$ cat src/rtl/dspwm_pkg.sv
package dspwm_pkg;
   localparam int MODE_W = 4;
   localparam int FLAG_W = 4;

   localparam logic [MODE_W-1:0] MODE_TOP_CAP  = 4'd10;
   localparam logic [MODE_W-1:0] MODE_TOP_CMPA = 4'd11;

   localparam int FLG_CMPA = 0;
   localparam int FLG_CMPB = 1;
   localparam int FLG_CAP  = 2;
   localparam int FLG_BOT  = 3;

   typedef enum logic [1:0] {
      SEL_CNT  = 2'd0,
      SEL_CMPA = 2'd1,
      SEL_CMPB = 2'd2,
      SEL_CAP  = 2'd3
   } wr_sel_e;
endpackage

$ cat src/rtl/dspwm_top_sel.sv
module dspwm_top_sel
   import dspwm_pkg::*;
#(
   parameter int CNT_W      = 16,
   parameter int FIX_BASE_W = 8,
   parameter int FIX_COUNT  = 3
) (
   input  logic [MODE_W-1:0] mode,
   input  logic [CNT_W-1:0]  cap_val,
   input  logic [CNT_W-1:0]  cmpa_act,
   output logic [CNT_W-1:0]  top,
   output logic [CNT_W-1:0]  wr_mask,
   output logic              top_is_cap,
   output logic              top_is_cmpa
);
   localparam logic [CNT_W-1:0] ONES = '1;
   localparam int SHIFT_BASE = CNT_W - FIX_BASE_W;

   logic [CNT_W-1:0] base_top;
   logic             is_fixed;

   assign base_top = ONES >> SHIFT_BASE;
   assign is_fixed = (int'(mode) >= 1) && (int'(mode) <= FIX_COUNT);

   always_comb begin
      top_is_cap  = (mode == MODE_TOP_CAP);
      top_is_cmpa = (mode == MODE_TOP_CMPA);
      wr_mask     = ONES;
      if (is_fixed) begin
         top     = ONES >> (SHIFT_BASE - int'(mode) + 1);
         wr_mask = top;
      end else if (top_is_cap) begin
         top = cap_val;
      end else if (top_is_cmpa) begin
         top = cmpa_act;
      end else begin
         top = base_top;
      end
   end
endmodule

$ cat src/rtl/dspwm_counter.sv
module dspwm_counter #(
   parameter int CNT_W = 16
) (
   input  logic             clk,
   input  logic             rst_n,
   input  logic             tick,
   input  logic [CNT_W-1:0] top,
   input  logic             wr_cnt,
   input  logic [CNT_W-1:0] wr_val,
   output logic [CNT_W-1:0] cnt,
   output logic             up,
   output logic             at_top,
   output logic             at_bot
);
   localparam logic [CNT_W-1:0] ONE = CNT_W'(1);

   assign at_top = tick && up && (cnt >= top);
   assign at_bot = tick && !up && (cnt == '0);

   always_ff @(posedge clk or negedge rst_n) begin
      if (!rst_n) begin
         cnt <= '0;
         up  <= 1'b1;
      end else begin
         if (at_top) begin
            up <= 1'b0;
            if (cnt != '0) cnt <= cnt - ONE;
         end else if (at_bot) begin
            up <= 1'b1;
            if (top != '0) cnt <= cnt + ONE;
         end else if (tick) begin
            cnt <= up ? cnt + ONE : cnt - ONE;
         end
         if (wr_cnt) cnt <= wr_val;
      end
   end


   cnt_rise_chk: assert property (@(posedge clk) disable iff (!rst_n)
      (tick && up && (cnt < top) && !wr_cnt) |=> (cnt == $past(cnt) + ONE));


   cnt_turn_chk: assert property (@(posedge clk) disable iff (!rst_n)
      (tick && up && (cnt >= top) && (cnt != '0) && !wr_cnt)
         |=> (!up && (cnt == $past(cnt) - ONE)));


   cnt_idle_chk: assert property (@(posedge clk) disable iff (!rst_n)
      (!tick && !wr_cnt) |=> ($stable(cnt) && $stable(up)));
endmodule

$ cat src/rtl/dspwm_chan.sv
module dspwm_chan #(
   parameter int CNT_W = 16
) (
   input  logic             clk,
   input  logic             rst_n,
   input  logic             tick,
   input  logic             at_top,
   input  logic             up,
   input  logic             inv,
   input  logic [CNT_W-1:0] cnt,
   input  logic             wr,
   input  logic [CNT_W-1:0] wr_val,
   output logic [CNT_W-1:0] act,
   output logic             wave,
   output logic             match
);
   logic [CNT_W-1:0] cmp_buf;

   assign match = tick && (cnt == act);

   always_ff @(posedge clk or negedge rst_n) begin
      if (!rst_n) begin
         cmp_buf <= '0;
         act     <= '0;
         wave    <= 1'b0;
      end else begin
         if (wr) cmp_buf <= wr_val;
         if (at_top) act <= cmp_buf;
         if (match) wave <= (up ~^ inv);
      end
   end


   act_hold_chk: assert property (@(posedge clk) disable iff (!rst_n)
      !at_top |=> $stable(act));


   wave_hold_chk: assert property (@(posedge clk) disable iff (!rst_n)
      !match |=> $stable(wave));
endmodule

$ cat src/rtl/dspwm_timer.sv
module dspwm_timer
   import dspwm_pkg::*;
#(
   parameter int CNT_W      = 16,
   parameter int FIX_BASE_W = 8,
   parameter int FIX_COUNT  = 3
) (
   input  logic              clk,
   input  logic              rst_n,
   input  logic              tick,
   input  logic [MODE_W-1:0] mode,
   input  logic [1:0]        out_mode_a,
   input  logic [1:0]        out_mode_b,
   input  logic              wr_en,
   input  logic [1:0]        wr_sel,
   input  logic [CNT_W-1:0]  wr_data,
   input  logic [FLAG_W-1:0] flag_clr,
   output logic [CNT_W-1:0]  count,
   output logic [FLAG_W-1:0] flags,
   output logic              pwm_a,
   output logic              pwm_a_oe,
   output logic              pwm_b,
   output logic              pwm_b_oe
);
   localparam int NCH = 2;
   localparam int FIX_MAX_W = FIX_BASE_W + FIX_COUNT - 1;

   initial begin : param_chk
      assert (FIX_BASE_W >= 1 && FIX_COUNT >= 1 && FIX_MAX_W <= CNT_W)
         else $fatal(1, "fixed ceiling widths do not fit the counter");
      assert (FIX_COUNT < int'(MODE_TOP_CAP))
         else $fatal(1, "fixed ceiling codes overlap register codes");
   end

   wr_sel_e          sel;
   logic [CNT_W-1:0] cap_q;
   logic [CNT_W-1:0] top;
   logic [CNT_W-1:0] wr_mask;
   logic [CNT_W-1:0] masked;
   logic             top_is_cap, top_is_cmpa;
   logic [CNT_W-1:0] cnt;
   logic             up, at_top, at_bot;
   logic [NCH-1:0][CNT_W-1:0] act;
   logic [NCH-1:0][1:0]       omode;
   logic [NCH-1:0]            wave, match, wr_cmp, oe;
   logic [FLAG_W-1:0]         flag_set, flag_q;

   assign sel      = wr_sel_e'(wr_sel);
   assign masked   = wr_data & wr_mask;
   assign omode[0] = out_mode_a;
   assign omode[1] = out_mode_b;

   always_ff @(posedge clk or negedge rst_n) begin
      if (!rst_n) cap_q <= '0;
      else if (wr_en && sel == SEL_CAP) cap_q <= wr_data;
   end

   dspwm_top_sel #(
      .CNT_W(CNT_W), .FIX_BASE_W(FIX_BASE_W), .FIX_COUNT(FIX_COUNT)
   ) u_top_sel (
      .mode(mode), .cap_val(cap_q), .cmpa_act(act[0]),
      .top(top), .wr_mask(wr_mask),
      .top_is_cap(top_is_cap), .top_is_cmpa(top_is_cmpa)
   );

   dspwm_counter #(.CNT_W(CNT_W)) u_counter (
      .clk(clk), .rst_n(rst_n), .tick(tick), .top(top),
      .wr_cnt(wr_en && sel == SEL_CNT), .wr_val(wr_data),
      .cnt(cnt), .up(up), .at_top(at_top), .at_bot(at_bot)
   );

   for (genvar ch = 0; ch < NCH; ch++) begin : g_chan
      localparam wr_sel_e CH_SEL = (ch == 0) ? SEL_CMPA : SEL_CMPB;
      assign wr_cmp[ch] = wr_en && (sel == CH_SEL);
      assign oe[ch]     = omode[ch][1];
      dspwm_chan #(.CNT_W(CNT_W)) u_chan (
         .clk(clk), .rst_n(rst_n), .tick(tick), .at_top(at_top),
         .up(up), .inv(omode[ch][0]), .cnt(cnt),
         .wr(wr_cmp[ch]), .wr_val(masked),
         .act(act[ch]), .wave(wave[ch]), .match(match[ch])
      );
   end

   always_comb begin
      flag_set           = '0;
      flag_set[FLG_CMPA] = match[0] || (at_top && top_is_cmpa);
      flag_set[FLG_CMPB] = match[1];
      flag_set[FLG_CAP]  = at_top && top_is_cap;
      flag_set[FLG_BOT]  = at_bot;
   end

   always_ff @(posedge clk or negedge rst_n) begin
      if (!rst_n) flag_q <= '0;
      else        flag_q <= (flag_q & ~flag_clr) | flag_set;
   end

   for (genvar f = 0; f < FLAG_W; f++) begin : g_flag_chk

      flag_clear_chk: assert property (@(posedge clk) disable iff (!rst_n)
         (flag_clr[f] && !flag_set[f]) |=> !flag_q[f]);

      flag_set_wins_chk: assert property (@(posedge clk) disable iff (!rst_n)
         flag_set[f] |=> flag_q[f]);
   end


   bot_flag_chk: assert property (@(posedge clk) disable iff (!rst_n)
      (tick && !up && cnt == '0) |=> (flag_q[FLG_BOT] && up));

   assign count    = cnt;
   assign flags    = flag_q;
   assign pwm_a    = oe[0] & wave[0];
   assign pwm_b    = oe[1] & wave[1];
   assign pwm_a_oe = oe[0];
   assign pwm_b_oe = oe[1];
endmodule

$ cat config.mk
export PLATFORM = sky130hd
export DESIGN_NAME = dspwm_timer
export DESIGN_NICKNAME = d
export VERILOG_FILES = /design/src/rtl/dspwm_pkg.sv /design/src/rtl/dspwm_top_sel.sv /design/src/rtl/dspwm_counter.sv /design/src/rtl/dspwm_chan.sv /design/src/rtl/dspwm_timer.sv
export SDC_FILE = /design/constraint.sdc
export NUM_CORES = 1
export LEC_CHECK = 0
export BUFFER_PORTS_ARGS = -buffer_cell sky130_fd_sc_hd__buf_4
export CAP_MARGIN = 10
export CORE_ASPECT_RATIO = 2
export CORE_MARGIN = 10
export CORE_UTILIZATION = 40
export CTS_CLUSTER_SIZE = 30
export DETAILED_ROUTE_END_ITERATION = 12
export PLACE_DENSITY_LB_ADDON = 0.2
export SYNTH_ARGS = -nofsm -noshare
export SYNTH_HDL_FRONTEND = slang
export SYNTH_SLANG_ARGS = --single-unit
$ cat constraint.sdc
create_clock -name clk -period 4.2 [get_ports clk]
set_input_delay 1.05 -clock clk [delete_from_list [all_inputs] [get_ports clk]]
set_output_delay 1.05 -clock clk [all_outputs]
set_load 0.005 [all_outputs]
# [Yosys cells after proc, flatten, opt, wreduce, memory -nomap -nowiden]
# Index checks and enable logic that the tools add are counted.
[classes] muxes=13 reduce_logical=22 bitwise_logic=8 shift=1 order_cmp=3 n_eq_ne=9 add_sub_neg=4
[ops] op="16-bit two-way mux" count=11
[ops] op="32-bit by 2-bit adder with 32-bit output, second input constant" count=1
[ops] op="16-bit == test" count=2
[ops] op="16-bit nonzero test" count=2
[ops] op="16-bit by 32-bit >> shifter with 16-bit output, first input constant" count=1
[ops] op="16-bit by 1-bit adder with 16-bit output, second input constant" count=1
[ops] op="16-bit AND" count=1
[ops] op="16-bit >= comparator" count=1
[ops] op="16-bit logical NOT" count=1
[ops] op="16-bit by 1-bit subtractor with 16-bit output, second input constant" count=1
[ops] op="1-bit logical AND" count=13
[ops] op="4-bit == test, second input constant" count=2
[ops] op="4-bit by 4-bit subtractor with 5-bit output, first input constant" count=1
[ops] op="4-bit AND" count=1
[ops] op="2-bit == test, second input constant" count=2
[ops] op="4-bit by 1-bit >= comparator with 1-bit output, second input constant" count=1
[ops] op="4-bit by 2-bit less-or-equal comparator with 1-bit output, second input constant" count=1
[ops] op="4-bit by 2-bit != test with 1-bit output, second input constant" count=1
[ops] op="4-bit inverter" count=1
[ops] op="4-bit bitwise OR" count=1
[ops] op="4-bit nonzero test" count=1
[ops] op="3-bit by 1-bit != test with 1-bit output, second input constant" count=1
[ops] op="3-bit AND reduction" count=1
[ops] op="1-bit AND" count=2
[ops] op="other kinds (7)" count=9
[totals] register_bits=103 wordCells=70 in_bits=34

# [Longest topological paths before layout]
[logic_depth] depth_word=9 mapped_depth=25 mapped_depth_nobuf=23

# [Cells and area by module]
# From an unflattened synthesis, not the netlist that was laid out.
[unflattened] cells_unflattened=612 hier_area_um2=6548.8
[by_module_without_submodules] module="dspwm_chan" area_each_um2=1413.9 seq_area_each_um2=825.8 cells_each=93 instances=2
[by_module_without_submodules] module="dspwm_counter" area_each_um2=1865.5 seq_area_each_um2=426.7 cells_each=233 instances=1
[by_module_without_submodules] module="dspwm_timer" area_each_um2=948.4 seq_area_each_um2=500.5 cells_each=71 instances=1
[by_module_without_submodules] module="dspwm_top_sel" area_each_um2=907.1 seq_area_each_um2=0.0 cells_each=122 instances=1

# [Least setup slack after synthesis]
# OpenSTA, ideal clock, no wires.
[synth_timing] path_kind="input to register" from="input port mode[0]" to="register g_chan[0].u_chan.act[5]" setup_time_ps=125 path_slack_ps=-2022 t_arrival_ps=6098 n_path_buf=2 path_stages=22 required_time_ps=4075 path_cell_list="clkbuf_1 inv_1 ha_1 nand2b_1 and2_1 nand3_1 ha_1 or4_1 nor3_2 o21ai_1 nand2_1 o21a_1 o221ai_1 ha_1 o211ai_1 a21oi_1 o41a_1 nor4_1 o21bai_1 nand3_1 clkbuf_1 mux2_2"
[synth_between] elab_chain_len=6 elab_cells_between_ends=13 classes_between="add/sub: 2; order compare: 3; eq/ne: 2; shift: 1; mux: 3; reduce/logical: 2"
[synth_rtl] item="from (decl)" line_no="dspwm_timer.sv:11" text="input logic [MODE_W-1:0] mode,"
[synth_rtl] item="4-bit by 4-bit subtractor with 5-bit output or 4-bit == test (tied branches)" line_no="dspwm_top_sel.sv:30, dspwm_top_sel.sv:27"
[synth_rtl] item="32-bit by 2-bit adder with 32-bit output or 16-bit two-way mux (tied branches)" line_no="dspwm_top_sel.sv:30, dspwm_top_sel.sv:34"
[synth_rtl] item="16-bit by 32-bit >> shifter with 16-bit output or 16-bit two-way mux (tied branches)" line_no="dspwm_top_sel.sv:30, dspwm_top_sel.sv:32"
[synth_rtl] item="16-bit two-way mux *" line_no="dspwm_top_sel.sv:29" text="if (is_fixed) begin"
[synth_rtl] item="16-bit >= comparator *" line_no="dspwm_counter.sv:17" text="assign at_top = tick && up && (cnt >= top);"
[synth_rtl] item="1-bit logical AND *" line_no="dspwm_counter.sv:17"
[synth_rtl] item="to (signal assigned)" line_no="dspwm_chan.sv:28" text="if (at_top) act <= cmp_buf;"
[synth_rtl] item="to (decl)" line_no="dspwm_chan.sv:13" text="output logic [CNT_W-1:0] act,"
# Mark *: on every way between the ends. The rest lies on a longest branch, timed or not.
# A chain may end at the register's enable or synchronous reset.

# [Worst setup path after layout]
[layout_timing] from="input port mode[1]" to="register u_counter.cnt[7]"
[layout_between] elab_chain_len=8 elab_cells_between_ends=20 classes_between="add/sub: 2; order compare: 3; eq/ne: 4; shift: 1; mux: 5; reduce/logical: 5"
[layout_rtl] item="4-bit by 4-bit subtractor with 5-bit output or 4-bit == test (tied branches)" line_no="dspwm_top_sel.sv:30, dspwm_top_sel.sv:27"
[layout_rtl] item="32-bit by 2-bit adder with 32-bit output or 16-bit two-way mux (tied branches)" line_no="dspwm_top_sel.sv:30, dspwm_top_sel.sv:34"
[layout_rtl] item="16-bit by 32-bit >> shifter with 16-bit output or 16-bit two-way mux (tied branches)" line_no="dspwm_top_sel.sv:30, dspwm_top_sel.sv:32"
[layout_rtl] item="16-bit two-way mux *" line_no="dspwm_top_sel.sv:29"
[layout_rtl] item="16-bit >= comparator" line_no="dspwm_counter.sv:17"
[layout_rtl] item="1-bit logical AND" line_no="dspwm_counter.sv:17"
[layout_rtl] item="4-bit by 2-bit != test with 1-bit output (no source line), or another cell as far along"
[layout_rtl] item="3-bit AND reduction (no source line) or 16-bit two-way mux (tied branches)"
[layout_rtl] item="to (signal assigned)" line_no="dspwm_counter.sv:27" text="if (cnt != '0) cnt <= cnt - ONE;"
[layout_rtl] item="to (signal assigned)" line_no="dspwm_counter.sv:30" text="if (top != '0) cnt <= cnt + ONE;"
[layout_rtl] item="to (signal assigned)" line_no="dspwm_counter.sv:32" text="cnt <= up ? cnt + ONE : cnt - ONE;"
[layout_rtl] item="to (decl)" line_no="dspwm_counter.sv:10" text="output logic [CNT_W-1:0] cnt,"
# Marks and branches as above.

==> run_results.csv <==
group,metric,value,unit
die,floorplan.core_area,15200,um2
die,floorplan.die.width,108,um
hold_path,min_path_type,"flip-flop to flip-flop",
run_status,status,"complete, but fails checks",
clock_network,insertion_delay,0.36,ns
detailed_routing,final_antenna_net_count,0,
logic_synthesis,gate_count_post_synth,638,
setup_path,critical_path.startpoint_type,"input port",
setup_path,crit_slowest_cell,"or4_4",
logic_synthesis,syn_area_per_cell,9.64,um2
sta,setup-tns-final,-53.64,ns
finish,diodes,0,
die,floorplan_die_area,21000,um2
detailed_routing,vias_per_cell,5.64,
logic_synthesis,synth.top_cell.area_share,41.5,%
hold_path,hold-path-cell-count,2,
logic_synthesis,post-synth-top-count-cell,"dfrtp_1",
power_and_ir_drop,max-vdd-ir-drop,0.295,mV
sta,max-slew-margin-rel,27.6,%
global_route,grt_max_degree,56,
logic_synthesis,ys_seq_area_share,41.9,%
logic_synthesis,synthesis.area,6150,um2
global_route,grt_antenna_before_repair,0,
sta,fmaxAchievable,185,MHz
logic_synthesis,synth_top_cells_by_area,"dfrtp_1, ha_1, mux2_2, xnor2_1, nand2_1",
die,die_h,195,um
die,rows,64,
finish,stdcell_area,8320,um2
setup_path,critical_path_required,4.41,ns
setup_path,path_buf_inv,5,
logic_synthesis,synth.cells.most_frequent,"dfrtp_1, nand2_1, clkbuf_1, nor2_1, xnor2_1",
global_route,number_of_global_route_vias_before_repair,5823,
power_and_ir_drop,power.density_cell_area,487,nW/um2
logic_synthesis,yosys.cell_types.count,69,
logic_synthesis,number_of_enable_flip_flop_cells_after_synthesis,0,
power_and_ir_drop,p_leak,3.70,nW
placed_design,placed_cell_areas,7440,um2
power_and_ir_drop,total_power,4.05,mW
setup_path,crit_chain,"buf_8, inv_4, ha_4, xnor2_4, nand3_2, inv_2, nand2_2, ha_4, or4_4, nor3_4, buf_6, o31ai_4, a22oi_2, o221ai_2, ha_1, a22o_1, o41a_1, o41a_1, nor2_4, buf_12, mux2_4, nand2_2, xor2_1, a21oi_1",
sta,worst_hold_slack,0.480,ns
logic_synthesis,postSynthNetCount,699,
run_status,failed_checks,"negative setup slack",
sta,grt_setup_unrepaired,"true",
setup_path,critical_path.endpoint_type,"flip-flop",
placed_design,post-place-cells,940,
placed_design,placer_congestion,0.950,
logic_synthesis,synth_seq_cells,103,
setup_path,worst_path_max_fanout,11,
finish,finalNetCount,836,
global_route,grt_overflow,0,
flow_run,cap_violations,0,
detailed_routing,final_routed_wirelength_across_all_metal_layers,21900,um
clock_network,worst_setup_hold_path_clk_slew,0.07,ns
setup_path,path_delay_family,"compound AO/OA/AOI/OAI gates",
logic_synthesis,postSynth.asyncResetShare,100,%
finish,drive_above_1_share,36.3,%
clock_network,cts_tree,"done",
finish,fill_cells,1400,
clock_network,clock_sinks,103,
placed_design,port_buffers,57,
setup_path,arrival,5.61,ns
clock_network,postCtsHoldBufs,0,
clock_network,cts_root_buf,"clkbuf_16",
setup_path,path_class,"input port to flip-flop",
clock_network,cts.htree.levels,3,
finish,stdcell_count,977,
sta,final-setup-viol-count,51,
die,initial_utilization,40.4,%
die,ioPinCount,58,
detailed_routing,vias,5515,
detailed_routing,wire_per_inst,22.5,um
sta,post_route_fraction_of_the_period_consumed_by_the_critical_path,129,%
setup_path,worst-path-stages,24,
logic_synthesis,postSynth.topFlopCell,"dfrtp_1",
sta,tightest_slew,1.08,ns
sta,layout_setup_ws,-1.20,ns
logic_synthesis,leading_area_contributor_after_synthesis,"dfrtp_1",
global_route,all_layer_gr_usage,20.8,%
sta,clock_skew,0.00821,ns
logic_synthesis,ys_warns,0,
finish,area.growth.synth_to_final,35.2,%
clock_network,clock_tree_buf_depth,2,
sta,hold_viol,0,
setup_path,worst_r2r_path_depth,9,
setup_path,critPathMaxStageDelay,0.52,ns
sta,layout_min_cycle_time,5.40,ns
sta,final-max-slew-violation-count,0,
detailed_routing,initialDrtViolationCount,269,
detailed_routing,firstDrtPassIters,6,
global_route,grt_first_pass_wirelength,33000,um
clock_network,numCtsBuffers,9,
placed_design,dp_hpwl,16600,um
detailed_routing,drc,0,
## placed cells by master, fill, tap and decap left out, drive strengths merged, types with 3 or more instances in the layout
cell type / count
nor4: 8
nand2b: 5
or3: 5
a22oi: 8
clkbuf: 13
o21ai: 54
nand4: 12
and3: 3
mux2: 48
a21oi: 27
nand3b: 4
ha: 27
xnor2: 33
nand3: 16
o22ai: 5
and2: 10
mux2i: 4
or4: 4
nor2: 34
a211oi: 4
inv: 18
nor3: 13
dfrtp: 102
nor3b: 3
xor2: 23
and4: 6
nand2: 74
buf: 164
o31ai: 4
nor2b: 3
o221ai: 5
## final timing paths
| path | start | end | slack, ns |
|---|---|---|---|
| max reg2reg | u_counter.cnt[9]$_DFFE_PN0P_ | u_counter.cnt[0]$_DFFE_PN0P_ | 0.84 |
| max | mode[1] | u_counter.cnt[7]$_DFFE_PN0P_ | -1.20 |
| min in group asynchronous | rst_n | g_chan[1].u_chan.wave$_DFFE_PN0P_ | 0.76 |
| min | g_chan[0].u_chan.wave$_DFFE_PN0P_ | g_chan[0].u_chan.wave$_DFFE_PN0P_ | 0.48 |
| max in group asynchronous | rst_n | cap_q[7]$_DFFE_PN0P_ | 2.70 |
| min reg2reg | g_chan[0].u_chan.wave$_DFFE_PN0P_ | g_chan[0].u_chan.wave$_DFFE_PN0P_ | 0.48 |
## stage by stage
stage / setup slack (ns) / util [%]
final: -1.20 / 54.7
after global routing: -1.37 / 54.7
after CTS: -1.15 / 53.3
after detailed placement: -1.58 / 48.9
after global placement: -1.46 / 48.9
after floorplan: -1.26 / -
## registers in the layout (all words and copies together) (netlist names)
register,flops
cap_q,16
flags,4
g_chan.u_chan.act,32
g_chan.u_chan.cmp_buf,32
g_chan.u_chan.wave,2
u_counter.cnt,16
u_counter.up,1
## cells by family (layout without fill, tap and decap cells)
group / count (synthesis) / in the layout / share of synthesized area, %
buffers and inverters: 57 / 198 / 4.01
multiplexers: 52 / 52 / 9.44
flip-flops: 103 / 103 / 41.9
adder cells (fa/ha/maj): 27 / 27 / 5.49
XOR/XNOR: 56 / 56 / 7.97
AND/OR/NAND/NOR: 210 / 210 / 17.7
AO/OA/AOI/OAI: 133 / 133 / 13.5
## where the power goes
part / internal [mW] / switching (mW)
Clock: 0.403 / 0.386
Combinational: 0.893 / 0.761
Sequential: 1.28 / 0.332
Total: 2.57 / 1.48
## cell type report
class	instances	area, um2	share of cell area [%]
Clock buffer	11	233	2.80
Multi-Input combinational cell	478	3730	44.9
Clock inverter	4	32.5	0.391
Sequential cell	103	2580	31.0
Timing Repair Buffer	166	1420	17.1
Tap cell	198	248	2.98
Inverter	17	71.3	0.858
## routing by layer
metal	routed length, um	track usage, %
met5	0	0
met4	1660	14.1
met3	1110	3.20
met2	11200	36.3
met1	7940	22.1
## worst reg2reg max path, stage by stage, from the launching register on
cell	delay [ns]
dfrtp_1	0.40
or4_4	0.58
or4_4	0.49
nor4_2	0.46
nand4_1	0.14
a2111oi_1	0.37
nand4b_1	0.31
and2_4	0.28
xnor2_2	0.12
a21oi_1	0.14
## repair_timing
item | in CTS | in global routing
endpoints found under the setup margin | 51 | 51
pin swaps | 23 | 13
resized for setup | 67 | 19
gates cloned | 3 | 4
buffers inserted | 11 | 3
(Power assumes the default switching activity.)
